`src/rtl/thrcal_pkg.sv`:
```
package thrcal_pkg;

  typedef enum logic [1:0] {
    PH_HIGH = 2'd0,
    PH_LOW  = 2'd1,
    PH_DATA = 2'd2
  } phase_e;

  typedef enum logic [1:0] {
    ST_COLLECT = 2'd0,
    ST_MAC     = 2'd1,
    ST_DECIDE  = 2'd2
  } step_e;

  // strobes from control to datapath, at most a few active per cycle
  typedef struct packed {
    logic loadSample;   // write sampleData into window slot wrIdx
    logic macStart;     // clear the squared-deviation accumulator
    logic macStep;      // add one squared deviation (slot macIdx)
    logic dropOldest;   // rejected group: slide window down one slot
    logic accumulate;   // accepted group: add mean to the level sum
    logic runRestart;   // level jump: sum restarts from this mean
    logic latchHigh;    // high run complete: capture high level
    logic latchLow;     // low run complete: threshold and gain choice
    logic applyGain;    // data block complete: drive pending gain
    logic clearCal;     // restart request
  } ctrl_strb_t;

endpackage

```
`src/rtl/thrcal_datapath.sv`:
```
module thrcal_datapath
  import thrcal_pkg::*;
#(
  parameter int SAMPLE_W  = 10,
  parameter int OS_RATIO  = 4,
  parameter int HIGH_BITS = 16,
  parameter int LOW_BITS  = 8,
  parameter int VAR_LIMIT = 900,
  parameter int MIN_SWING = 102,
  parameter int SAT_LEVEL = 820,
  parameter int THR_W     = 4,
  localparam int OS_LOG   = $clog2(OS_RATIO),
  localparam int IDX_W    = (OS_LOG > 0) ? OS_LOG : 1
) (
  input  logic                clk,
  input  logic                rstN,
  input  ctrl_strb_t          strb,
  input  logic [IDX_W-1:0]    wrIdx,
  input  logic [IDX_W-1:0]    macIdx,
  input  logic [SAMPLE_W-1:0] sampleData,
  output logic                varTooBig,
  output logic                levelJump,
  output logic [THR_W-1:0]    thrCode,
  output logic                gainLow
);

  localparam int HIGH_LOG = $clog2(HIGH_BITS);
  localparam int LOW_LOG  = $clog2(LOW_BITS);
  localparam int ACC_W    = SAMPLE_W + HIGH_LOG + 1;
  localparam int SUM_W    = SAMPLE_W + OS_LOG;
  localparam int DIFF_W   = SAMPLE_W + 1;
  localparam int SQ_W     = 2 * DIFF_W;
  localparam int VAR_W    = SQ_W + OS_LOG;
  localparam int THR_SH   = 1 + SAMPLE_W - THR_W;

  logic [SAMPLE_W-1:0] win [OS_RATIO];

  // sample window, one register per slot
  for (genvar g = 0; g < OS_RATIO; g++) begin : g_slot
    if (g < OS_RATIO - 1) begin : g_shift
      always_ff @(posedge clk or negedge rstN) begin
        if (!rstN) begin
          win[g] <= '0;
        end else if (strb.loadSample && wrIdx == IDX_W'(g)) begin
          win[g] <= sampleData;
        end else if (strb.dropOldest) begin
          win[g] <= win[g+1];
        end
      end
    end else begin : g_top
      always_ff @(posedge clk or negedge rstN) begin
        if (!rstN) begin
          win[g] <= '0;
        end else if (strb.loadSample && wrIdx == IDX_W'(g)) begin
          win[g] <= sampleData;
        end
      end
    end
  end

  // group mean
  logic [SUM_W-1:0]    groupSum;
  logic [SAMPLE_W-1:0] groupMean;

  always_comb begin
    groupSum = '0;
    for (int i = 0; i < OS_RATIO; i++) begin
      groupSum = groupSum + SUM_W'(win[i]);
    end
    groupMean = SAMPLE_W'(groupSum >> OS_LOG);
  end

  // squared deviation, one slot per cycle
  logic signed [DIFF_W-1:0] dev;
  logic signed [SQ_W-1:0]   devSq;
  logic [VAR_W-1:0]         varAcc;

  always_comb begin
    dev   = $signed({1'b0, win[macIdx]}) - $signed({1'b0, groupMean});
    devSq = SQ_W'(dev) * SQ_W'(dev);
  end

  always_ff @(posedge clk or negedge rstN) begin
    if (!rstN) begin
      varAcc <= '0;
    end else if (strb.macStart) begin
      varAcc <= '0;
    end else if (strb.macStep) begin
      varAcc <= varAcc + VAR_W'($unsigned(devSq));
    end
  end

  assign varTooBig = (varAcc >> OS_LOG) > VAR_W'(VAR_LIMIT);

  // level jump against previous accepted mean
  logic [SAMPLE_W-1:0] prevMean;

  assign levelJump = ({1'b0, groupMean} > {1'b0, prevMean} + (SAMPLE_W+1)'(MIN_SWING)) ||
                     ({1'b0, groupMean} + (SAMPLE_W+1)'(MIN_SWING) < {1'b0, prevMean});

  // level accumulation
  logic [ACC_W-1:0]    levelAcc;
  logic [ACC_W-1:0]    accNext;
  logic [SAMPLE_W-1:0] highLvl;
  logic [SAMPLE_W-1:0] lowNext;
  logic [SAMPLE_W:0]   midSum;
  logic                swingSmall;
  logic                saturated;
  logic                gainNext;

  always_comb begin
    accNext    = levelAcc + ACC_W'(groupMean);
    lowNext    = SAMPLE_W'(accNext >> LOW_LOG);
    midSum     = {1'b0, highLvl} + {1'b0, lowNext};
    swingSmall = {1'b0, highLvl} <= {1'b0, lowNext} + (SAMPLE_W+1)'(MIN_SWING);
    saturated  = highLvl > SAMPLE_W'(SAT_LEVEL);
  end

  always_ff @(posedge clk or negedge rstN) begin
    if (!rstN) begin
      levelAcc <= '0;
      prevMean <= '0;
      highLvl  <= '0;
    end else if (strb.clearCal) begin
      levelAcc <= '0;
      highLvl  <= '0;
    end else if (strb.accumulate) begin
      prevMean <= groupMean;
      if (strb.runRestart) begin
        levelAcc <= ACC_W'(groupMean);
      end else if (strb.latchHigh || strb.latchLow) begin
        levelAcc <= '0;
      end else begin
        levelAcc <= accNext;
      end
      if (strb.latchHigh) begin
        highLvl <= SAMPLE_W'(accNext >> HIGH_LOG);
      end
    end
  end

  // threshold code and gain choice
  always_ff @(posedge clk or negedge rstN) begin
    if (!rstN) begin
      thrCode  <= '0;
      gainNext <= 1'b0;
      gainLow  <= 1'b0;
    end else begin
      if (strb.accumulate && strb.latchLow) begin
        thrCode <= THR_W'(midSum >> THR_SH);
        if (swingSmall) begin
          gainNext <= saturated;
        end
      end
      if (strb.applyGain) begin
        gainLow <= gainNext;
      end
    end
  end

endmodule

```
`src/rtl/thrcal_ctrl.sv`:
```
module thrcal_ctrl
  import thrcal_pkg::*;
#(
  parameter int OS_RATIO     = 4,
  parameter int HIGH_BITS    = 16,
  parameter int LOW_BITS     = 8,
  parameter int DATA_SAMPLES = 288,
  localparam int OS_LOG      = $clog2(OS_RATIO),
  localparam int IDX_W       = (OS_LOG > 0) ? OS_LOG : 1
) (
  input  logic             clk,
  input  logic             rstN,
  input  logic             sampleValid,
  input  logic             restartReq,
  input  logic             varTooBig,
  input  logic             levelJump,
  output ctrl_strb_t       strb,
  output logic [IDX_W-1:0] wrIdx,
  output logic [IDX_W-1:0] macIdx,
  output logic             calDone
);

  localparam int BCNT_W = $clog2(HIGH_BITS + 1);
  localparam int DCNT_W = $clog2(DATA_SAMPLES + 1);
  localparam logic [IDX_W-1:0] LAST_SLOT = IDX_W'(OS_RATIO - 1);

  phase_e            phase;
  step_e             step;
  logic [IDX_W-1:0]  winCnt;
  logic [BCNT_W-1:0] bitCnt;
  logic [DCNT_W-1:0] dataCnt;
  logic              blockEnd;

  assign wrIdx    = winCnt;
  assign calDone  = (phase == PH_DATA);
  assign blockEnd = (dataCnt == DCNT_W'(DATA_SAMPLES - 1));

  always_comb begin
    strb = '0;
    if (restartReq) begin
      strb.clearCal = 1'b1;
    end else begin
      unique case (step)
        ST_COLLECT: begin
          if (sampleValid) begin
            if (phase == PH_DATA) begin
              strb.applyGain = blockEnd;
            end else begin
              strb.loadSample = 1'b1;
              strb.macStart   = (winCnt == LAST_SLOT);
            end
          end
        end
        ST_MAC: strb.macStep = 1'b1;
        ST_DECIDE: begin
          if (varTooBig) begin
            strb.dropOldest = 1'b1;
          end else begin
            strb.accumulate = 1'b1;
            if (phase == PH_HIGH) begin
              strb.runRestart = levelJump && (bitCnt != '0);
              strb.latchHigh  = !strb.runRestart && (bitCnt == BCNT_W'(HIGH_BITS - 1));
            end else begin
              strb.latchLow = (bitCnt == BCNT_W'(LOW_BITS - 1));
            end
          end
        end
        default: ;
      endcase
    end
  end

  always_ff @(posedge clk or negedge rstN) begin
    if (!rstN) begin
      phase   <= PH_HIGH;
      step    <= ST_COLLECT;
      winCnt  <= '0;
      macIdx  <= '0;
      bitCnt  <= '0;
      dataCnt <= '0;
    end else if (restartReq) begin
      phase   <= PH_HIGH;
      step    <= ST_COLLECT;
      winCnt  <= '0;
      macIdx  <= '0;
      bitCnt  <= '0;
      dataCnt <= '0;
    end else begin
      unique case (step)
        ST_COLLECT: begin
          if (sampleValid) begin
            if (phase == PH_DATA) begin
              if (blockEnd) begin
                dataCnt <= '0;
                phase   <= PH_HIGH;
                bitCnt  <= '0;
              end else begin
                dataCnt <= dataCnt + 1'b1;
              end
            end else if (winCnt == LAST_SLOT) begin
              step   <= ST_MAC;
              macIdx <= '0;
            end else begin
              winCnt <= winCnt + 1'b1;
            end
          end
        end
        ST_MAC: begin
          macIdx <= macIdx + 1'b1;
          if (macIdx == LAST_SLOT) begin
            step <= ST_DECIDE;
          end
        end
        ST_DECIDE: begin
          step <= ST_COLLECT;
          if (varTooBig) begin
            winCnt <= LAST_SLOT;
          end else begin
            winCnt <= '0;
            if (strb.runRestart) begin
              bitCnt <= BCNT_W'(1);
            end else if (strb.latchHigh) begin
              bitCnt <= '0;
              phase  <= PH_LOW;
            end else if (strb.latchLow) begin
              bitCnt  <= '0;
              dataCnt <= '0;
              phase   <= PH_DATA;
            end else begin
              bitCnt <= bitCnt + 1'b1;
            end
          end
        end
        default: step <= ST_COLLECT;
      endcase
    end
  end

endmodule

```
`src/rtl/threshold_calibrator.sv`:
```
module threshold_calibrator
  import thrcal_pkg::*;
#(
  parameter int SAMPLE_W     = 10,
  parameter int OS_RATIO     = 4,
  parameter int HIGH_BITS    = 16,
  parameter int LOW_BITS     = 8,
  parameter int VAR_LIMIT    = 900,
  parameter int MIN_SWING    = 102,
  parameter int SAT_LEVEL    = 820,
  parameter int THR_W        = 4,
  parameter int DATA_SAMPLES = 288
) (
  input  logic                clk,
  input  logic                rstN,
  input  logic                sampleValid,
  input  logic [SAMPLE_W-1:0] sampleData,
  input  logic                restartReq,
  output logic [THR_W-1:0]    thrCode,
  output logic                gainLow,
  output logic                calDone
);

  localparam int OS_LOG = $clog2(OS_RATIO);
  localparam int IDX_W  = (OS_LOG > 0) ? OS_LOG : 1;

  ctrl_strb_t       strb;
  logic [IDX_W-1:0] wrIdx;
  logic [IDX_W-1:0] macIdx;
  logic             varTooBig;
  logic             levelJump;

  thrcal_ctrl #(
    .OS_RATIO    (OS_RATIO),
    .HIGH_BITS   (HIGH_BITS),
    .LOW_BITS    (LOW_BITS),
    .DATA_SAMPLES(DATA_SAMPLES)
  ) u_ctrl (
    .clk        (clk),
    .rstN       (rstN),
    .sampleValid(sampleValid),
    .restartReq (restartReq),
    .varTooBig  (varTooBig),
    .levelJump  (levelJump),
    .strb       (strb),
    .wrIdx      (wrIdx),
    .macIdx     (macIdx),
    .calDone    (calDone)
  );

  thrcal_datapath #(
    .SAMPLE_W (SAMPLE_W),
    .OS_RATIO (OS_RATIO),
    .HIGH_BITS(HIGH_BITS),
    .LOW_BITS (LOW_BITS),
    .VAR_LIMIT(VAR_LIMIT),
    .MIN_SWING(MIN_SWING),
    .SAT_LEVEL(SAT_LEVEL),
    .THR_W    (THR_W)
  ) u_dp (
    .clk       (clk),
    .rstN      (rstN),
    .strb      (strb),
    .wrIdx     (wrIdx),
    .macIdx    (macIdx),
    .sampleData(sampleData),
    .varTooBig (varTooBig),
    .levelJump (levelJump),
    .thrCode   (thrCode),
    .gainLow   (gainLow)
  );

endmodule

```
`config.mk`:
```
export PLATFORM = sky130hd
export DESIGN_NAME = threshold_calibrator
export DESIGN_NICKNAME = d
export VERILOG_FILES = /design/src/rtl/thrcal_pkg.sv /design/src/rtl/thrcal_datapath.sv /design/src/rtl/thrcal_ctrl.sv /design/src/rtl/threshold_calibrator.sv
export SDC_FILE = /design/constraint.sdc
export NUM_CORES = 1
export LEC_CHECK = 0
export BUFFER_PORTS_ARGS = -buffer_cell sky130_fd_sc_hd__buf_2
export CORE_MARGIN = 2
export CORE_UTILIZATION = 65
export DETAILED_ROUTE_END_ITERATION = 16
export PLACE_DENSITY = 0.93
export SETUP_SLACK_MARGIN = 0.5
export SLEW_MARGIN = 15
export SYNTH_ARGS = -nofsm -noshare
export SYNTH_HDL_FRONTEND = slang
export SYNTH_HIERARCHICAL = 1
export SYNTH_SLANG_ARGS = --single-unit
export TNS_END_PERCENT = 20
```
`constraint.sdc`:
```
create_clock -name clk -period 13 [get_ports clk]
set_clock_uncertainty 0.15 [all_clocks]
set_input_delay 2.6 -clock clk [delete_from_list [all_inputs] [get_ports clk]]
set_output_delay 2.6 -clock clk [all_outputs]
set_load 0.05 [all_outputs]
```
==> results.ini <==
[outcome]
status=finished, final reports clean

[final_layout]
fillers=1409
area_growth_pct=6.46
fin_nets=1896
drive_gt1_frac=0.0846
antenna_cells=0

[floorplanning]
dieWidth_um=154
dieArea_um2=23600
ios=20
fp-row-count=54
start_util=0.666
die_y_um=154
coreArea_um2=21900

[timing]
maxSlewViolCount=0
finalSetupViolCount=0
fmax_mhz=83.5
final.setup.tns_ns=0
worst_slew_pin_slew_ns=1.22
period_needed_ns=11.98
max_slew_margin=0.182
rsz0062_at_grt=no
fin_crit_sh=0.921
timing_hold_violations_final=0

[yosys]
synthFlopType=dfrtp_1
synth_cells=1619
synth_cell_types=96
ys_async_sr_fraction=1.00
ys_seq_elements=126
syn_nets=1897
synth_area_um2=14600
synth_edf_count=0
synth_area_per_cell_um2=9.00
ys_seq_area_frac=0.216
yosys_warnings=6

[global_routing]
grtUsageTotal=0.312
grt_pass1_vias=12700
use_met3=0.0682
grt_pass1_wl_mm=60.5
overflow=0
grt_antenna_before_repair=0
grt_start_max_net_pins=65
grt_use_met1=0.371
top_usage_layer=met2
grt_use_met2=0.528

[place]
io_buffers=19
place_congestion=0.941
hpwl_mm=26.5

[setup_path]
crit_top_cell=inv_1
cp_slowest_cell=fa_1
endpoint_kind=flip-flop
start_kind=flip-flop
critical_path_class=flip-flop to flip-flop
crit_fanout=7
worstPathRequired_ns=13.13
worstPathArrival_ns=12.10
slowest_delay_ns=0.55

[clock_network]
clkTransAtPathRegs_ns=0.07
ctsLongestPathBuffers=2
cts_num_sinks=126
root_buffer=clkbuf_16
htreeDepth=4
clkLatencyLatePin_ns=0.43
cts_made_buffers=17
tritoncts=built

[drt]
wl_per_cell_um=19.1
drtIter0Drc=1238
drt-vias-per-instance=6.41
finalWirelength_mm=36.5
postRouteAntennaNets=0
drcViolationCount=0
dr.pass1.iters=7
vias=12300

[run]
maxCapViolations=0

[hold_path]
hp-class=flip-flop to flip-flop

## metal layers
layer	vias to the layer above	share of wire	routed length [um]
met5	-	0	0
met4	0	0.056	2050
met3	215	0.080	2910
met2	682	0.49	17800
met1	5944	0.38	13700
li1	5418	-	-
## cells in the final DEF, fill, tap and decap left out, types with 6 or more instances in the layout
cell type,synthesis,layout
inv_1,277,277
ha_1,142,142
nor2_1,137,137
dfrtp_1,126,126
fa_1,122,122
nand2_1,111,111
o21ai_0,82,81
a21oi_1,67,67
xnor2_1,60,58
mux2i_1,52,52
nand3_1,32,32
xor2_1,26,25
a21o_1,22,22
nand2b_1,21,20
buf_2,3,18
nor3_1,19,18
clkbuf_16,0,17
a211oi_1,16,16
nor2b_1,15,15
o21a_1,15,15
nand4_1,13,13
mux2_2,13,13
or3_1,11,11
a31oi_1,11,11
or2_2,10,10
o21bai_1,10,10
mux4_2,10,10
and2_1,8,8
a22oi_1,8,8
buf_4,3,7
o221ai_1,7,7
inv_6,0,6
nor4_1,8,6
nor3b_1,7,6
o31ai_1,6,6
nand3b_1,6,6
## stage by stage
stage,cells,setup slack (ns),util,hold WS [ns],instance area [um^2]
6_report,1911,1.02,0.709,0.325,15500
5_1_grt,1911,0.431,0.709,0.364,15500
3_5_place_dp,1877,0.809,0.680,0.316,14900
2_1_floorplan,1619,2.14,-,0.300,14600
3_3_place_gp,1877,1.49,0.680,0.307,14900
4_1_cts,1909,0.554,0.706,0.330,15500
## final timing paths
check                           startpoint              end  slack, ns  depth (start not counted)
setup / recovery               u_dp/win[2]  u_dp/varAcc[21]       1.02                         43
hold / removal             u_dp/thrCode[1]  u_dp/thrCode[1]       0.33                          2
setup reg to reg               u_dp/win[2]  u_dp/varAcc[21]       1.02                         43
hold reg to reg            u_dp/thrCode[1]  u_dp/thrCode[1]       0.33                          2
max in group asynchronous             rstN     u_dp/win[30]       9.24                          2
min in group asynchronous             rstN  u_dp/thrCode[2]       2.14                          1
## layout make-up
class	instances	area, um^2	share of cell area
Multi-Input combinational cell	1164	10200	0.658
Sequential cell	126	3150	0.203
Inverter	284	1070	0.0691
Clock buffer	18	439	0.0283
Tap cell	280	350	0.0226
Clock inverter	14	148	0.00952
Timing Repair Buffer	25	143	0.00919
## worst max-delay path, delay by kind of cell (launching register included)
family	cells	cell delay (ns)
fa+ha+maj	11	4.75
compound gates	16	4.26
simple gates	6	0.86
xor+xnor	3	0.72
buf+inv	7	0.65
flops	1	0.39
## synth_stat cells, types with 11 or more instances
cell type	count	share of area
mux2i_1	52	0.036
nand2_1	111	0.029
or3_1	11	0.0047
nor3_1	19	0.0065
xnor2_1	60	0.036
fa_1	122	0.17
nand4_1	13	0.0056
a211oi_1	16	0.0082
nor2_1	137	0.035
nand3_1	32	0.011
inv_1	277	0.071
a21o_1	22	0.011
o21a_1	15	0.0077
o21ai_0	82	0.028
a31oi_1	11	0.0047
clkbuf_1	31	0.0080
ha_1	142	0.12
nor2b_1	15	0.0064
mux2_2	13	0.010
a21oi_1	67	0.023
xor2_1	26	0.016
nand2b_1	21	0.0090
dfrtp_1	126	0.22
## flip-flops by register name (all words and copies together), names as in the netlist, 4 cells and up
signal          flops
u_dp/win           40
u_dp/varAcc        24
u_dp/levelAcc      14
u_dp/highLvl       10
u_dp/prevMean      10
u_ctrl/dataCnt      9
u_ctrl/bitCnt       5
u_dp/thrCode        4
## repair_timing
item	CTS	global route
resized for setup	0	9
hold buffers	0	0
setup buffers	0	2
hold endpoints to repair	0	0
setup endpoints to repair	0	9
## logic make-up after synthesis
logic type,share of synthesized area
AND/OR/NAND/NOR,0.142
AO/OA/AOI/OAI,0.141
flip-flops,0.216
buffers and inverters,0.0871
XOR/XNOR,0.0618
adder cells (fa/ha/maj),0.290
multiplexers,0.0622
Power is left out: the tool's default activity adds up to more than one toggle a clock period on the data nets, which glitch-free logic cannot reach.
